`src/rtl/uart_irq_pkg.sv`:
```
package uart_irq_pkg;
  localparam int SRC_W = 11;
  localparam int IRQ_N = 6;

  // Strobes from control to datapath
  typedef struct packed {
    logic             loadMask;
    logic [SRC_W-1:0] maskVal;
    logic [SRC_W-1:0] clearBits;
  } ctrlStrobe_t;

  // Source groups feeding each interrupt line
  localparam logic [SRC_W-1:0] IRQ_GROUP [IRQ_N] = '{
    11'h7FF,  // any
    11'h010,  // receive
    11'h020,  // transmit
    11'h040,  // receive timeout
    11'h00F,  // modem lines
    11'h780   // errors
  };
endpackage

```
`src/rtl/uart_irq_ctrl.sv`:
```
module uart_irq_ctrl
  import uart_irq_pkg::*;
(
  input  logic             maskWrEn,
  input  logic [SRC_W-1:0] maskWrData,
  input  logic             clrWrEn,
  input  logic [SRC_W-1:0] clrWrData,
  output ctrlStrobe_t      strobe
);
  always_comb begin
    strobe.loadMask  = maskWrEn;
    strobe.maskVal   = maskWrData;
    strobe.clearBits = clrWrEn ? clrWrData : '0;
  end
endmodule

```
`src/rtl/uart_irq_dp.sv`:
```
module uart_irq_dp
  import uart_irq_pkg::*;
(
  input  logic             clk,
  input  logic             rstN,
  input  logic [SRC_W-1:0] setPulse,
  input  ctrlStrobe_t      strobe,
  output logic [SRC_W-1:0] rawQ,
  output logic [SRC_W-1:0] maskedQ,
  output logic [IRQ_N-1:0] irqQ
);
  logic [SRC_W-1:0] maskQ;
  logic [SRC_W-1:0] gated;

  assign gated = rawQ & maskQ;

  always_ff @(posedge clk) begin
    if (!rstN) begin
      rawQ    <= '0;
      maskQ   <= '0;
      maskedQ <= '0;
    end else begin
      // set wins over clear
      rawQ    <= (rawQ & ~strobe.clearBits) | setPulse;
      maskQ   <= strobe.loadMask ? strobe.maskVal : maskQ;
      maskedQ <= gated;
    end
  end

  for (genvar g = 0; g < IRQ_N; g++) begin : gLine
    always_ff @(posedge clk) begin
      if (!rstN) irqQ[g] <= 1'b0;
      else       irqQ[g] <= |(gated & IRQ_GROUP[g]);
    end
  end
endmodule

```
`src/rtl/uart_irq_aggr.sv`:
```
module uart_irq_aggr
  import uart_irq_pkg::*;
(
  input  logic             clk,
  input  logic             rstN,
  input  logic [10:0]      setPulse,
  input  logic             maskWrEn,
  input  logic [10:0]      maskWrData,
  input  logic             clrWrEn,
  input  logic [10:0]      clrWrData,
  output logic [10:0]      rawStatus,
  output logic [10:0]      maskedStatus,
  output logic [5:0]       irqOut
);
  ctrlStrobe_t strobe;

  uart_irq_ctrl uCtrl (
    .maskWrEn   (maskWrEn),
    .maskWrData (maskWrData),
    .clrWrEn    (clrWrEn),
    .clrWrData  (clrWrData),
    .strobe     (strobe)
  );

  uart_irq_dp uDp (
    .clk      (clk),
    .rstN     (rstN),
    .setPulse (setPulse),
    .strobe   (strobe),
    .rawQ     (rawStatus),
    .maskedQ  (maskedStatus),
    .irqQ     (irqOut)
  );
endmodule

```
`config.mk`:
```
export PLATFORM = sky130hd
export DESIGN_NAME = uart_irq_aggr
export DESIGN_NICKNAME = d
export VERILOG_FILES = /design/src/rtl/uart_irq_pkg.sv /design/src/rtl/uart_irq_ctrl.sv /design/src/rtl/uart_irq_dp.sv /design/src/rtl/uart_irq_aggr.sv
export SDC_FILE = /design/constraint.sdc
export NUM_CORES = 1
export LEC_CHECK = 0
export BUFFER_PORTS_ARGS = -buffer_cell sky130_fd_sc_hd__buf_2
export CAP_MARGIN = 20
export CELL_PAD_IN_SITES_DETAIL_PLACEMENT = 1
export CELL_PAD_IN_SITES_GLOBAL_PLACEMENT = 2
export CORE_ASPECT_RATIO = 0.5
export CORE_MARGIN = 2
export CORE_UTILIZATION = 25
export DETAILED_ROUTE_END_ITERATION = 8
export GPL_ROUTABILITY_DRIVEN = 0
export PLACE_DENSITY = 0.86
export SYNTH_ARGS = -nofsm -noshare
export SYNTH_HDL_FRONTEND = slang
export SYNTH_SLANG_ARGS = --single-unit
export TNS_END_PERCENT = 50
```
`constraint.sdc`:
```
create_clock -name clk -period 1.45 [get_ports clk]
set_clock_uncertainty 0.05 [all_clocks]
set_input_delay 0.145 -clock clk [delete_from_list [all_inputs] [get_ports clk]]
set_output_delay 0.145 -clock clk [all_outputs]
set_load 0.005 [all_outputs]
```
# Word-level counts from Yosys, hierarchy flattened
# Index checks and enable logic that the tools add are counted.
# op_classes
n_mux	1
bitwise_logic	4
reduce_logical	3
# ops
operator	count
$and A11 B11 Y11	2
$mux W11	1
$not A11 Y11	1
$or A11 B11 Y11	1
$reduce_or A11 Y1	1
$reduce_or A4 Y1	2
# word_totals
register_bits	39
inputBits	37
out_inout_bits	28
wordCells	17

# Longest topological paths before layout
# Gate-level depths: netlist of the first run.
# logic_depth
depth_word	4
depth_mapped	4
ltp_nobuf	3

# Hierarchy
# From an unflattened synthesis of the first run, not the netlist that was laid out.
# hier_totals
cells_unflattened	132
area_unflattened_um2	1406.3
# modules_own_cells
mod	instances	cells_each	area_each_um2	seq_area_each_um2
uart_irq_dp	1	108	1236.2	720.7
uart_irq_ctrl	1	24	170.2	0.0

# Worst setup path before layout of the first run
# Ideal clock, no wire load.
# synth_timing
kind	register to register
from	register uDp.rawQ[6]
to	register uDp.irqQ[0]
setup_time_ps	115
t_arrival_ps	887
required_time_ps	1285
setup_slack_ps	398
stages_incl_launch_ff	4
path_buffers	0
synth_period_minus_slack_ps	1052
path_cell_list	dfxtp_1 a222oi_1 nand3_1 o21a_1
# synth_between
elab_chain_cells	2
# synth_rtl
element	line	text
from (decl)	uart_irq_dp.sv:8	output logic [SRC_W-1:0] rawQ,
from (signal assigned)	uart_irq_dp.sv:24	rawQ <= (rawQ & ~strobe.clearBits) | setPulse;
$and A11 B11 Y11	uart_irq_dp.sv:15	assign gated = rawQ & maskQ;
$reduce_or A11 Y1	uart_irq_dp.sv:33	else irqQ[g] <= |(gated & IRQ_GROUP[g]);
to (signal, indexed assignment)	uart_irq_dp.sv:33	
to (decl)	uart_irq_dp.sv:10	output logic [IRQ_N-1:0] irqQ
# No other way between the ends.
# A chain may end at the register's enable or synchronous reset.

# Worst setup path after layout of the first run
# Same ends and word-level chain as after synthesis.

==> results of run 1 <==
==> final cells by class <==
class	count	area share (%)
Sequential cell	36	42.45
Multi-Input combinational cell	76	28.52
Timing Repair Buffer	64	18.87
Tap cell	70	5.158
Clock buffer	7	4.495
Clock inverter	1	0.5158
==> where the power goes <==
group	total, mW	internal, mW	switching (mW)	leakage [nW]
clock network	0.693	0.343	0.350	0.0424
logic	0.196	0.108	0.0882	0.525
registers	1.08	1.04	0.0352	0.297
total	1.97	1.49	0.473	0.864
==> cells in the final DEF (no fill, tap or decap), types with 2 or more instances in the layout <==
master and count:
a22oi_1 4, and3_1 10, nor2b_1 22, a21oi_1 11
nand2_1 12, clkbuf_8 5, dfxtp_1 36, clkbuf_1 2
buf_2 64, mux2i_1 11
==> sequential cells by signal, indices dropped and copies added (netlist names) <==
register,cells
uDp.irqQ,3
uDp.maskQ,11
uDp.maskedQ,11
uDp.rawQ,11
==> cells by family (layout without fill, tap and decap cells) <==
group,Yosys count,in the layout,synth area share (%)
DFF,36,36,57.60
AOI/OAI and AO/OA,18,18,8.800
muxes,11,11,8.800
and+or+nand+nor,47,47,21.10
buffers and inverters,8,72,3.700
==> worst paths after layout <==
path                                       end  slack [ps]  cells past startpoint
worst min register to register  uDp.maskedQ[2]         450                      1
worst min-delay path               uDp.rawQ[9]          30                      3
worst max register to register     uDp.irqQ[0]         250                      3
worst max-delay path               uDp.irqQ[0]         250                      3
==> layer usage <==
layer  wire, um  part of all wire [%]  GRT usage [%]  up-vias
li1           -                     -              -      525
met1       1275                    43          12.50      484
met2       1548                    52          19.08       20
met3        141                   4.7          3.511        4
met4         33                   1.1          4.054        0
met5          0                     0              0        -
==> through the flow <==
| step | hold slack, ps | util, % |
|---|---|---|
| 2_1_floorplan | 233.5 | - |
| 3_3_place_gp | 320.1 | 33.15 |
| 3_5_place_dp | 330.1 | 33.15 |
| 4_1_cts | 31.52 | 34.90 |
| 5_1_grt | 42.54 | 34.90 |
| 6_report | 33.45 | 34.90 |
==> critical path: stages, from the launching register on <==
cell and delay (ps):
dfxtp_1 330, a222oi_1 410, nand3_1 130, o21a_1 180
==> cell usage after synthesis <==
master    instances  area, um2
dfxtp_1          36      720.7
nor2b_1          22      137.6
nand2_1          12      45.04
a21oi_1          11      55.05
mux2i_1          11      110.1
and3_1           10      62.56
a22oi_1           4      30.03
buf_4             4      30.03
clkbuf_1          3      11.26
a21boi_0          1      7.510
a222oi_1          1      10.01
and2_1            1      6.260
and3_2            1      7.510
buf_2             1      5.000
nand3_1           1      5.000
o21a_1            1      7.510
==> results.toml, run 1 <==
[finish]
finalNonFillerCells = 254
ff_latch_area_um2 = 720.7
syn_to_final_growth_pct = 35.70
fillers = 582
multi_input_area_um2 = 484.2
diodes = 0
finalNetCount = 220
post-route-cell-area_um2 = 1698
drive_above_1_share_pct = 38.59

[sta]
maxSlewViolCount = 0
fin_ws_ps = 250.8
slew_headroom_pct = 70.17
finalHoldViolations = 0
fmax_mhz = 833.9
min_period_ps = 1199
fin_tns_setup_ps = 0
rsz0062_at_grt = "no"
fin_crit_sh_pct = 82.70
worstMarginPinSlew_ps = 447.5
finalSetupViolCount = 0

[synthesis]
ys_warn_count = 0
synth-seq-area-share_pct = 57.60
syn_avg_cell_area_um2 = 10.43
synth_cells = 120
synth_area_um2 = 1251
syn_nets = 157
ys_ff_latch = 36
ys_types = 16

[placement]
hpwl_um = 2323
dpl-instance-area_um2 = 1613
place_ws_ps = 256.5
portBuffers = 64
dp.cells = 246

[routing]
num_vias = 1033
viasPerCell = 4.067
drt_iter0_drc = 36
ant_nets = 0
post_drt_wl_per_cell_um = 11.81
drt_wl_total_um = 2999
drc_errors = 0
drtPass1Iterations = 4

[die]
rows = 18
initial_core_util_pct = 25.72
die_w_um = 104.0
dieArea_um2 = 5621
die_h_um = 54.03
io_pins = 65
coreArea_um2 = 4865

[worst_hold_path]
min_path_type = "input pin to flop"
min_from = "setPulse[9]"

[cts]
holdBufCountCts = 0
cts_buffer_depth = 2
root_buffer = "clkbuf_8"
path_clk_slew_ps = 70
cts_buffers = 5
postCtsResizedCells = 0
cts_num_sinks = 36
post_cts_buffers = 0
htreeDepth = 2
clk_latency_ps = 290
cts_tree = "done"

[setup_path]
start_kind = "flop"
reg2reg_from = "uDp.rawQ[6]"
arrival_ps = 1330
worstPathMaxFanout = 4
cp_data_required_time_ps = 1580
end_kind = "flop"
cp-startpoint = "uDp.rawQ[6]"
critPathKind = "flop to flop"

[global_route]
grt_antenna_before_repair = 0
grt_first_pass_wirelength_um = 4629
gr-total-overflow = 0
grt_max_degree = 37
grtUsageTotal_pct = 10.72
grt_pass1_vias = 997

[run_status]
status = "complete, no violations"

[power_and_ir_drop]
power_leakage_nw = 0.8635
powerDensity_nw_per_um2 = 1157
max-vdd-ir-drop_v = 0.0004068
power_mw = 1.965

[flow_run]
cap_violations = 0
No activity file was read; power rests on OpenSTA's default activity.
==> run 2, diff against run 1 <==
- ABC_AREA: default -> 1
- CORE_UTILIZATION: 25 -> 23
- PLACE_DENSITY: 0.86 -> 0.87
- clock period: 1.45 -> 1.2 ns (I/O delays scaled with it)
==> run 2 against run 1 <==
Compared with the run above: the run now ends with hold timing left; register-to-register slack lost 30 ps; die area increased by 5.1%; via count increased by 14%; clock power increased by 26%; cell count increased by 15%; largest cell class unchanged; highest routed layer unchanged.
==> results.toml, run 2 <==
[routing]
drc_errors = 0
highest_layer = "met4"
wl_met3_um = 126
ant_nets = 0
wl_met2_um = 1639
viasPerCell = 4.048
drt_iter0_drc = 21
met1Wirelength_um = 1885
drt_wl_total_um = 3718
drtPass1Iterations = 3
num_vias = 1178
post_drt_wl_per_cell_um = 12.78

[sta]
finalHoldViolations = 1
fin_crit_sh_pct = 82.68
min_period_ps = 992.2
fin_tns_setup_ps = 0
slew_headroom_pct = 71.32
worstMarginPinSlew_ps = 429.6
finalSetupViolCount = 0
maxSlewViolCount = 0
fin_ws_ps = 207.8
fmax_mhz = 1008
rsz0062_at_grt = "no"
whs_ps = -0.4048

[synthesis]
synth_cells = 149
ys_ff_latch = 36
ys.flop_type = "dfxtp_1"
yosys-top-cells-area = "dfxtp_1 59%, nor2_1 14%, nand2_1 9.3%, a21oi_1 4.9%, o21ai_0 3.7%"
yosys.area.top_type_share_pct = 59.38
synth_area_um2 = 1214
synth_edf_count = 0
synth.most_common_cell = "nor2_1"
yosysTopAreaCell = "dfxtp_1"
syn_nets = 186
synthArstFlopShare_pct = 0
ys_warn_count = 0
synth_commonest_cells = "46 x nor2_1, 36 x dfxtp_1, 30 x nand2_1, 12 x a21oi_1, 9 x o21ai_0"
synth-seq-area-share_pct = 59.38
syn_avg_cell_area_um2 = 8.145
ys_types = 11

[setup_path]
start_kind = "flop"
critPathKind = "flop to output pin"
cp_data_required_time_ps = 1030
cp_cell_sequence = "buf_2"
arrival_ps = 820
critPathBufInv = 1
end_kind = "output pin"
worstPathMaxFanout = 3
crit_slowest_cell = "dfxtp_1"
max_stage_delay_ps = 400
crit_family = "flip-flops"

[placement]
dp.cells = 276
portBuffers = 64
dpl-instance-area_um2 = 1564
place_ws_ps = 240.9
hpwl_um = 2791

[finish]
largestRegisters = "uDp.maskQ (11), uDp.maskedQ (11), uDp.rawQ (11)"
post-route-cell-area_um2 = 1724
final_core_util_pct = 34.48
finalNetCount = 257
mostFrequentLayoutCell = "buf_2"
drive_above_1_share_pct = 33.03
syn_to_final_growth_pct = 42.06
layout_common_cells = "64 x buf_2, 46 x nor2_1, 36 x dfxtp_1"
diodes = 0
finalNonFillerCells = 291

[run_status]
status = "complete, but fails checks"
violations = "hold timing"

[power_and_ir_drop]
max-vdd-ir-drop_v = 0.0004295
pwr-share-comb_pct = 11.2
internal_power_mw = 1.866
p_sw_uw = 586.4
power_leakage_nw = 0.9007
powerDensity_nw_per_um2 = 1423
p_clk_share_pct = 35.6
seqPwrFrac_pct = 53.2
p_sw_share_pct = 23.91
power_mw = 2.453

[cts]
path_clk_slew_ps = 70
cts_buffer_depth = 2
htreeDepth = 2
post_cts_buffers = 0
root_buffer = "clkbuf_8"
cts_num_sinks = 36
cts_tree = "done"
cts_buffers = 5
clk_latency_ps = 280

[worst_hold_path]
min_path_type = "input pin to flop"

[die]
die_w_um = 106.7
initial_core_util_pct = 24.27
dieArea_um2 = 5909
die_h_um = 55.37
io_pins = 65
coreArea_um2 = 5000
rows = 18

[global_route]
grt_antenna_before_repair = 0
grt_first_pass_wirelength_um = 5754
gr-total-overflow = 0
grt_max_degree = 24
grt_pass1_vias = 1171
grtUsageTotal_pct = 13.08

[flow_run]
cap_violations = 0
-- run 2: cell count changes after synthesis, sizes merged, moves of 11 or more --
cell	before	now
nand2	12	30
nor2b	22	0
mux2i	11	0
nor2	0	46
and3	11	0
o21ai	0	12
-- run 2: power by group through the flow --
stage	logic (mW)	registers, mW	clock network (mW)
floorplan	0.122	1.33	0
global placement	0.253	1.33	0
detailed placement	0.258	1.33	0
CTS	0.278	1.31	0.885
global route	0.309	1.31	0.956
finish	0.275	1.31	0.872
-- run 2: worst paths after layout --
path                              startpoint        endpoint  slack [ps]  depth (start not counted)
worst max-delay path             uDp.rawQ[7]    rawStatus[7]         210                          1
worst max register to register   uDp.rawQ[8]     uDp.irqQ[0]         220                          6
worst min register to register  uDp.maskQ[9]  uDp.maskedQ[9]         420                          2
worst min-delay path             setPulse[4]     uDp.rawQ[4]        -0.4                          3
-- run 2: layout make-up --
class | count | area [um2]
Clock buffer | 8 | 90.09
Fill cell | 644 | 3276
Inverter | 4 | 15.01
Multi-Input combinational cell | 100 | 405.4
Sequential cell | 36 | 720.7
Tap cell | 70 | 87.58
Timing Repair Buffer | 73 | 405.4
-- run 2: routing by layer --
metal	track usage, %	vias up
met3	3.660	9
li1	-	608
met2	19.93	30
met4	6.122	0
met5	0	-
met1	17.16	531
-- run 2: kinds of logic after synthesis --
| logic type | share of synthesized area [%] |
|---|---|
| flip-flops | 59.38 |
| AND/OR/NAND/NOR | 23.51 |
| buffers and inverters | 7.215 |
| AO/OA/AOI/OAI | 9.896 |
-- run 2: worst register-to-register path, delay by kind of cell (launching register included) --
family | cells | cell delay [ps]
AND/OR/NAND/NOR | 6 | 480
flip-flops | 1 | 350
-- run 2: timing repair --
item / CTS / global route
endpoints found under the hold margin: 7 / 0
hold buffers: 7 / 0
resized for setup: 0 / 0
